--- src/rtl/ahb_mm_slave.sv ---
module ahb_mm_slave #(
  parameter int N = 4,
  parameter int AW = 8,
  parameter logic [AW-1:0] OP_ADDR = 8'h00,
  parameter logic [AW-1:0] RES_ADDR = 8'h04
) (
  input  logic              hclk,
  input  logic              hresetn,
  input  logic              hsel,
  input  logic [AW-1:0]     haddr,
  input  logic [1:0]        htrans,
  input  logic              hwrite,
  input  logic [31:0]       hwdata,
  output logic [31:0]       hrdata,
  output logic              hready,
  output logic              hresp,
  output logic              op_valid,
  output logic [31:0]       op_data,
  input  logic              res_done,
  input  logic [N*N*16-1:0] res_data
);
  localparam int DW = 32;
  localparam int IN_DEPTH = 2 * N;
  localparam int NWORD = N * N * 16 / DW;
  localparam int IPW = $clog2(IN_DEPTH);
  localparam int OPW = $clog2(NWORD);

  typedef enum logic [1:0] {S_IDLE, S_FEED, S_WAIT, S_PACK} st_t;
  st_t st;

  logic [DW-1:0] imem [IN_DEPTH];
  logic [DW-1:0] omem [NWORD];
  logic [IPW-1:0] wcnt, fidx;
  logic [OPW-1:0] pidx, owp, orp;
  logic [OPW:0] ocnt;
  logic [N*N*16-1:0] res_q;
  logic dp_v, dp_wr, dp_res, err1, err2;

  wire hit_op  = (haddr == OP_ADDR);
  wire hit_res = (haddr == RES_ADDR);
  wire acc     = hsel && (htrans == 2'b10 || htrans == 2'b11) && hready;
  wire bad_wr  = acc && hwrite && (ocnt != '0);
  wire push    = dp_v && dp_wr && !dp_res && hready;
  wire rd_dp   = dp_v && !dp_wr && dp_res;
  wire pop     = rd_dp && hready && (ocnt != '0);
  wire out_we  = (st == S_PACK);
  wire [DW-1:0] out_word = res_q[pidx*DW +: DW];

  assign hready   = (st == S_IDLE) && !err1;
  assign hresp    = err1 || err2;
  assign op_valid = (st == S_FEED);
  assign op_data  = imem[fidx];
  assign hrdata   = (rd_dp && ocnt != '0) ? omem[orp] : '0;

  always_ff @(posedge hclk or negedge hresetn) begin
    if (!hresetn) begin
      dp_v <= 1'b0; dp_wr <= 1'b0; dp_res <= 1'b0;
      err1 <= 1'b0; err2 <= 1'b0;
    end else begin
      err1 <= bad_wr;
      err2 <= err1;
      if (hready) begin
        dp_v   <= acc && !bad_wr && (hit_op || hit_res);
        dp_wr  <= hwrite;
        dp_res <= hit_res;
      end
    end
  end

  always_ff @(posedge hclk) begin
    if (push) imem[wcnt] <= hwdata;
    if (out_we) omem[owp] <= out_word;
    if (st == S_WAIT && res_done) res_q <= res_data;
  end

  always_ff @(posedge hclk or negedge hresetn) begin
    if (!hresetn) begin
      st <= S_IDLE; wcnt <= '0; fidx <= '0; pidx <= '0;
    end else begin
      case (st)
        S_IDLE: if (push) begin
          if (wcnt == IPW'(IN_DEPTH - 1)) begin
            wcnt <= '0; fidx <= '0; st <= S_FEED;
          end else wcnt <= wcnt + 1'b1;
        end
        S_FEED: begin
          fidx <= fidx + 1'b1;
          if (fidx == IPW'(IN_DEPTH - 1)) st <= S_WAIT;
        end
        S_WAIT: if (res_done) begin
          pidx <= '0; st <= S_PACK;
        end
        S_PACK: begin
          pidx <= pidx + 1'b1;
          if (pidx == OPW'(NWORD - 1)) st <= S_IDLE;
        end
        default: st <= S_IDLE;
      endcase
    end
  end

  always_ff @(posedge hclk or negedge hresetn) begin
    if (!hresetn) begin
      owp <= '0; orp <= '0; ocnt <= '0;
    end else begin
      if (out_we) owp <= owp + 1'b1;
      if (pop) orp <= orp + 1'b1;
      ocnt <= ocnt + (OPW+1)'(out_we) - (OPW+1)'(pop);
    end
  end


  full_stall_chk: assert property (@(posedge hclk) disable iff (!hresetn)
    (push && wcnt == IPW'(IN_DEPTH - 1)) |=> (op_valid && !hready));

  feed_stall_chk: assert property (@(posedge hclk) disable iff (!hresetn)
    op_valid |-> !hready);

  pack_room_chk: assert property (@(posedge hclk) disable iff (!hresetn)
    out_we |-> (ocnt < (OPW+1)'(NWORD)));

  empty_read_chk: assert property (@(posedge hclk) disable iff (!hresetn)
    (rd_dp && ocnt == '0) |-> (hrdata == '0 && !hresp));

  err_seq_chk: assert property (@(posedge hclk) disable iff (!hresetn)
    (hresp && !hready) |=> (hresp && hready));

  err_cause_chk: assert property (@(posedge hclk) disable iff (!hresetn)
    (hresp && !hready) |-> $past(hsel && hwrite && ocnt != '0));
endmodule

--- config.mk ---
export PLATFORM = sky130hd
export DESIGN_NAME = ahb_mm_slave
export DESIGN_NICKNAME = d
export VERILOG_FILES = /design/src/rtl/ahb_mm_slave.sv
export SDC_FILE = /design/constraint.sdc
export NUM_CORES = 1
export LEC_CHECK = 0
export BUFFER_PORTS_ARGS = -buffer_cell sky130_fd_sc_hd__buf_2
export CORE_UTILIZATION = 43
export DETAILED_ROUTE_END_ITERATION = 16
export GPL_TIMING_DRIVEN = 0
export MAX_ROUTING_LAYER = met4
export SKIP_LAST_GASP = 1
export SLEW_MARGIN = 20
export SYNTH_ARGS = -nofsm -noshare
export SYNTH_HDL_FRONTEND = slang
export SYNTH_SLANG_ARGS = --single-unit
--- constraint.sdc ---
create_clock -name hclk -period 20.7 [get_ports hclk]
set_input_delay 1.035 -clock hclk [delete_from_list [all_inputs] [get_ports hclk]]
set_output_delay 1.035 -clock hclk [all_outputs]
set_load 0.02 [all_outputs]
# Yosys cells after proc, flatten, opt, wreduce, memory -nomap -nowiden
# Memory sizes are Yosys's and may differ from the RTL's.
# Index checks and enable logic that the tools add are counted.
# W data, S select, Z words.
[totals] reg_bits=282 ram_bits=512 input_bits=303 output_inout_bits=67 word_cells=86 memories=2
[mem_list] memory="imem" depth=8 word_bits=32 rd=1 rd_ports_with_merged_regs=0 wr=1 line="31" rtl="logic [DW-1:0] imem [IN_DEPTH];"
[mem_list] memory="omem" depth=8 word_bits=32 rd=1 rd_ports_with_merged_regs=0 wr=1 line="32" rtl="logic [DW-1:0] omem [NWORD];"
[classes] add_sub_neg=7 eq_ne=14 shifts=1 muxes=17 reduce_logical=32
[ops] cell="$shiftx A256 B9 Y32" count=1
[ops] cell="$mux W32" count=1
[ops] cell="$logic_and A1 B1 Y1" count=16
[ops] cell="$add A3 B1 Y3 const B" count=5
[ops] cell="$mux W3" count=4
[ops] cell="$pmux W3 S2" count=2
[ops] cell="$mux W2" count=5
[ops] cell="$eq A3 B3 Y1 const B" count=3
[ops] cell="$eq A2 B2 Y1 const B" count=4
[ops] cell="$eq A8 B3 Y1 const B" count=1
[ops] cell="$logic_not A8 Y1" count=1
[ops] cell="$pmux W2 S4" count=1
[ops] cell="$ne A2 B1 Y1 const B" count=3
[ops] cell="$reduce_and A5 Y1" count=1
[ops] cell="$add A4 B1 Y4" count=1
[ops] cell="$logic_not A1 Y1" count=4
[ops] cell="$mux W1" count=4
[ops] cell="$ne A2 B2 Y1 const B" count=2
[ops] cell="$reduce_and A2 Y1" count=2
[ops] cell="$reduce_bool A2 Y1" count=2
[ops] cell="$reduce_bool A4 Y1" count=1
[ops] cell="$sub A4 B1 Y4" count=1
[ops] cell="$logic_or A1 B1 Y1" count=3
[ops] cell="$reduce_and A3 Y1" count=1
[ops] cell="other kinds (2)" count=2

# Logic depth before layout (Yosys ltp)
[depth] ltp_word=9 ltp_mapped=10 ltp_nobuf=10

# Worst setup path after synthesis
# No wires, ideal clock.
[synth_timing] path_type="input to register" start="in res_done" end="reg res_q[0] (enable)" setup_ps=648 arrival_ps=6784 required_time_ps=20052 path_slack_ps=13268 path_stages=1 n_path_buf=0 path_cell_list="and2_1"
[synth_between] elab_chain_len=1
[synth_lines] element="from (decl)" line="19" rtl="input logic res_done,"
[synth_lines] element="$logic_and A1 B1 Y1" line="73" rtl="if (st == S_WAIT && res_done) res_q <= res_data;"
[synth_lines] element="to (signal assigned)" line="73"
[synth_lines] element="to (decl)" line="36" rtl="logic [N*N*16-1:0] res_q;"
# Every way passes these cells.
# A chain may end at the register's enable or synchronous reset.

# Worst setup path in the final report
[layout_timing] start="reg ocnt[2]" end="out hrdata[26]"
[layout_between] elab_chain_len=3
[layout_lines] element="from (decl)" line="35" rtl="logic [OPW:0] ocnt;"
[layout_lines] element="from (signal assigned)" line="108" rtl="ocnt <= ocnt + (OPW+1)'(out_we) - (OPW+1)'(pop);"
[layout_lines] element="$reduce_bool A4 Y1" line="53" rtl="assign hrdata = (rd_dp && ocnt != '0) ? omem[orp] : '0;"
[layout_lines] element="$logic_and A1 B1 Y1" line="53"
[layout_lines] element="$mux W32" line="53"
[layout_lines] element="to (decl)" line="14" rtl="output logic [31:0] hrdata,"
# Every way passes these cells.

==> results.cfg <==
[status]
outcome = completed

[layout]
drive_gt1_frac = 0.393
layout_common_cells = edfxtp_1 (768), buf_2 (392), mux2i_1 (128)
area_delta_synth_final_pct = 20.8
final_util = 0.525
finalNetCount = 2221
mostFrequentLayoutCell = edfxtp_1

[critical_path]
endpoint_kind = output port
crit_path_max_fanout = 10
cp_slowest_cell = a221oi_1
cpPeakStageDelay_ns = 0.71
arrival_ns = 3.44
crit_required_ns = 19.67
cpMostUsedCell = buf_2
start_kind = flop
path_cells = inv_1, ha_1, nor3b_1, nor3_2, buf_2, nand2_1, a221oi_1, buf_2
critPathKind = reg -> out

[clock_tree]
cts_sinks = 794
root_buffer = clkbuf_16
post_cts_resized = 0
cts_made_buffers = 84
ctsHoldBuffers = 0
cts.clk_slew.worst_paths_ns = 0.06
clk_path_buf_depth = 3
clk_latency_ns = 0.62
htree_levels = 3
post-cts-setup-buffers = 0
cts_tree = done

[synth]
synth_area_mm2 = 0.0305
yosys_warnings = 0
async_flop_share = 0.0327
ys_seq_area_frac = 0.777
post_synth.cell_area_avg_um2 = 21.8
synthTopCellsByArea = edfxtp_1 (76%), mux4_2 (8.9%), mux2i_1 (4.2%), mux2_2 (2.5%), dfrtp_1 (2.1%)
synthDominantCellAreaShare = 0.756
synthCells = 1398
synth_edf_count = 768
synth_seq_cells = 794
syn_nets = 1720
synth_cell_type_count = 42
synth_area_leader_cell = edfxtp_1
synth_flop_cell = edfxtp_1

[timing]
skew_ns = 0.0294
finalSetupViolations = 0
slew_viol_final = 0
rsz0062_at_grt = no
fin_crit_sh = 0.216
fmaxAchievable_mhz = 223
finalSetupTns_ns = 0
tightest_slew_ns = 1.15
hold_viol = 0
relSlewSlack = 0.235
min_period_ns = 4.48

[floorplan]
chipWidth_um = 268
die_y_um = 268
io_pins = 370
dieArea_mm2 = 0.0720
core-area_mm2 = 0.0701
rows = 97
start_util = 0.435

[global_route]
first_global_vias = 15900
grtUsageTotal = 0.192
grt_pass1_wl_um = 97800
antenna_found_initial = 5
grt_max_degree = 60
overflow = 0

[routing]
detail_route.wirelength_um = 67300
avgRoutedWirePerCell_um = 23.1
vias_per_cell = 5.20
ant_nets = 0
drtIter0Drc = 1120
vias = 15100
drt-pass1-iter-count = 5
drc_errors = 0

[hold_path]
hp-class = reg -> reg

[pwr]
peakVddDrop_mv = 0.0777
powerDensity_mw_per_mm2 = 87.4
p_leak_nw = 12.2

[placement]
gp_congestion = 0.750
dpl.hpwl_um = 45800
placement.io_buffers = 368

[job]
cap_viol_max_count = 0
==> critical path: cells and delay by family (launching register included) <==
family,cells,cell delay (ns)
AO/OA/AOI/OAI,1,0.71
adder cells (fa/ha/maj),1,0.20
buffers and inverters,3,0.74
flip-flops,1,0.32
AND/OR/NAND/NOR,3,0.86
==> power breakdown <==
group          internal [mW]  leakage (nW)  switching [mW]  total, mW
clock network          0.833          1.27           0.600       1.43
logic                 0.0200          3.68          0.0151     0.0351
registers               1.75          7.26        0.000471       1.75
total                   2.61          12.2           0.616       3.22
==> logic make-up after synthesis <==
| family | Yosys count | synth area share |
|---|---|---|
| multiplexers | 325 | 0.163 |
| XOR/XNOR | 6 | 0.00172 |
| adder cells (fa/ha/maj) | 19 | 0.00803 |
| buffers and inverters | 81 | 0.0147 |
| AO/OA/AOI/OAI | 80 | 0.0211 |
| flip-flops | 794 | 0.777 |
| AND/OR/NAND/NOR | 93 | 0.0147 |
==> through the flow <==
stage / hold slack (ns) / cell area [um2] / total power [mW] / setup WS [ns] / std cells
floorplan: 0.372 / 30500 / 1.79 / 13.27 / 1398
global placement: 0.418 / 33500 / 1.82 / 11.04 / 2706
detailed placement: 0.415 / 34200 / 1.82 / 16.93 / 2753
CTS: 0.421 / 36800 / 3.25 / 16.24 / 2905
global route: 0.444 / 36900 / 3.32 / 16.13 / 2910
finish: 0.425 / 36900 / 3.22 / 16.22 / 2911
==> per-layer routing <==
layer	global-route usage	part of all wire
met1	0.232	0.40
met5	-	0
met3	0.0368	0.047
met2	0.332	0.53
met4	0.0507	0.020
==> final cells by class <==
type,count,area [um2]
Inverter,12,45.0
Clock inverter,32,329
Sequential cell,794,23700
Multi-Input combinational cell,523,6470
Buffer,69,404
Tap cell,940,1180
Antenna cell,6,15.0
Clock buffer,120,2290
Fill cell,5642,33300
Timing Repair Buffer,415,2420
==> Yosys cell counts, drive strengths merged, types with 2 or more instances <==
master and n:
edfxtp 768, mux2i 128, mux4 128, mux2 69, nand2 48, buf 41, a221oi 32, a22oi 32
clkbuf 27, dfrtp 26, ha 18, inv 12, nand2b 11, nor2 10, nor3 10, a21o 4
a32o 4, nor2b 4, o21ai 4, nor4 3, xnor2 3, xor2 3, and2 2
==> worst paths after layout <==
path	start	end	slack (ns)	depth (start not counted)
worst max register to register	st[0]	res_q[22]	17.50	7
max in group asynchronous	hresetn	orp[0]	19.82	1
worst max-delay path	ocnt[2]	hrdata[26]	16.22	8
worst min register to register	err1	err2	0.43	0
min in group asynchronous	hresetn	pidx[1]	0.45	1
worst min-delay path	err1	err2	0.43	0
==> registers in the layout (all words and copies together), names as in the netlist <==
register	cells
err2	1
orp	3
err1	1
fidx	3
owp	3
wcnt	3
pidx	3
imem	256
ocnt	4
st	2
dp_v	1
res_q	256
dp_res	1
omem	256
dp_wr	1
(Power assumes the default switching activity.)
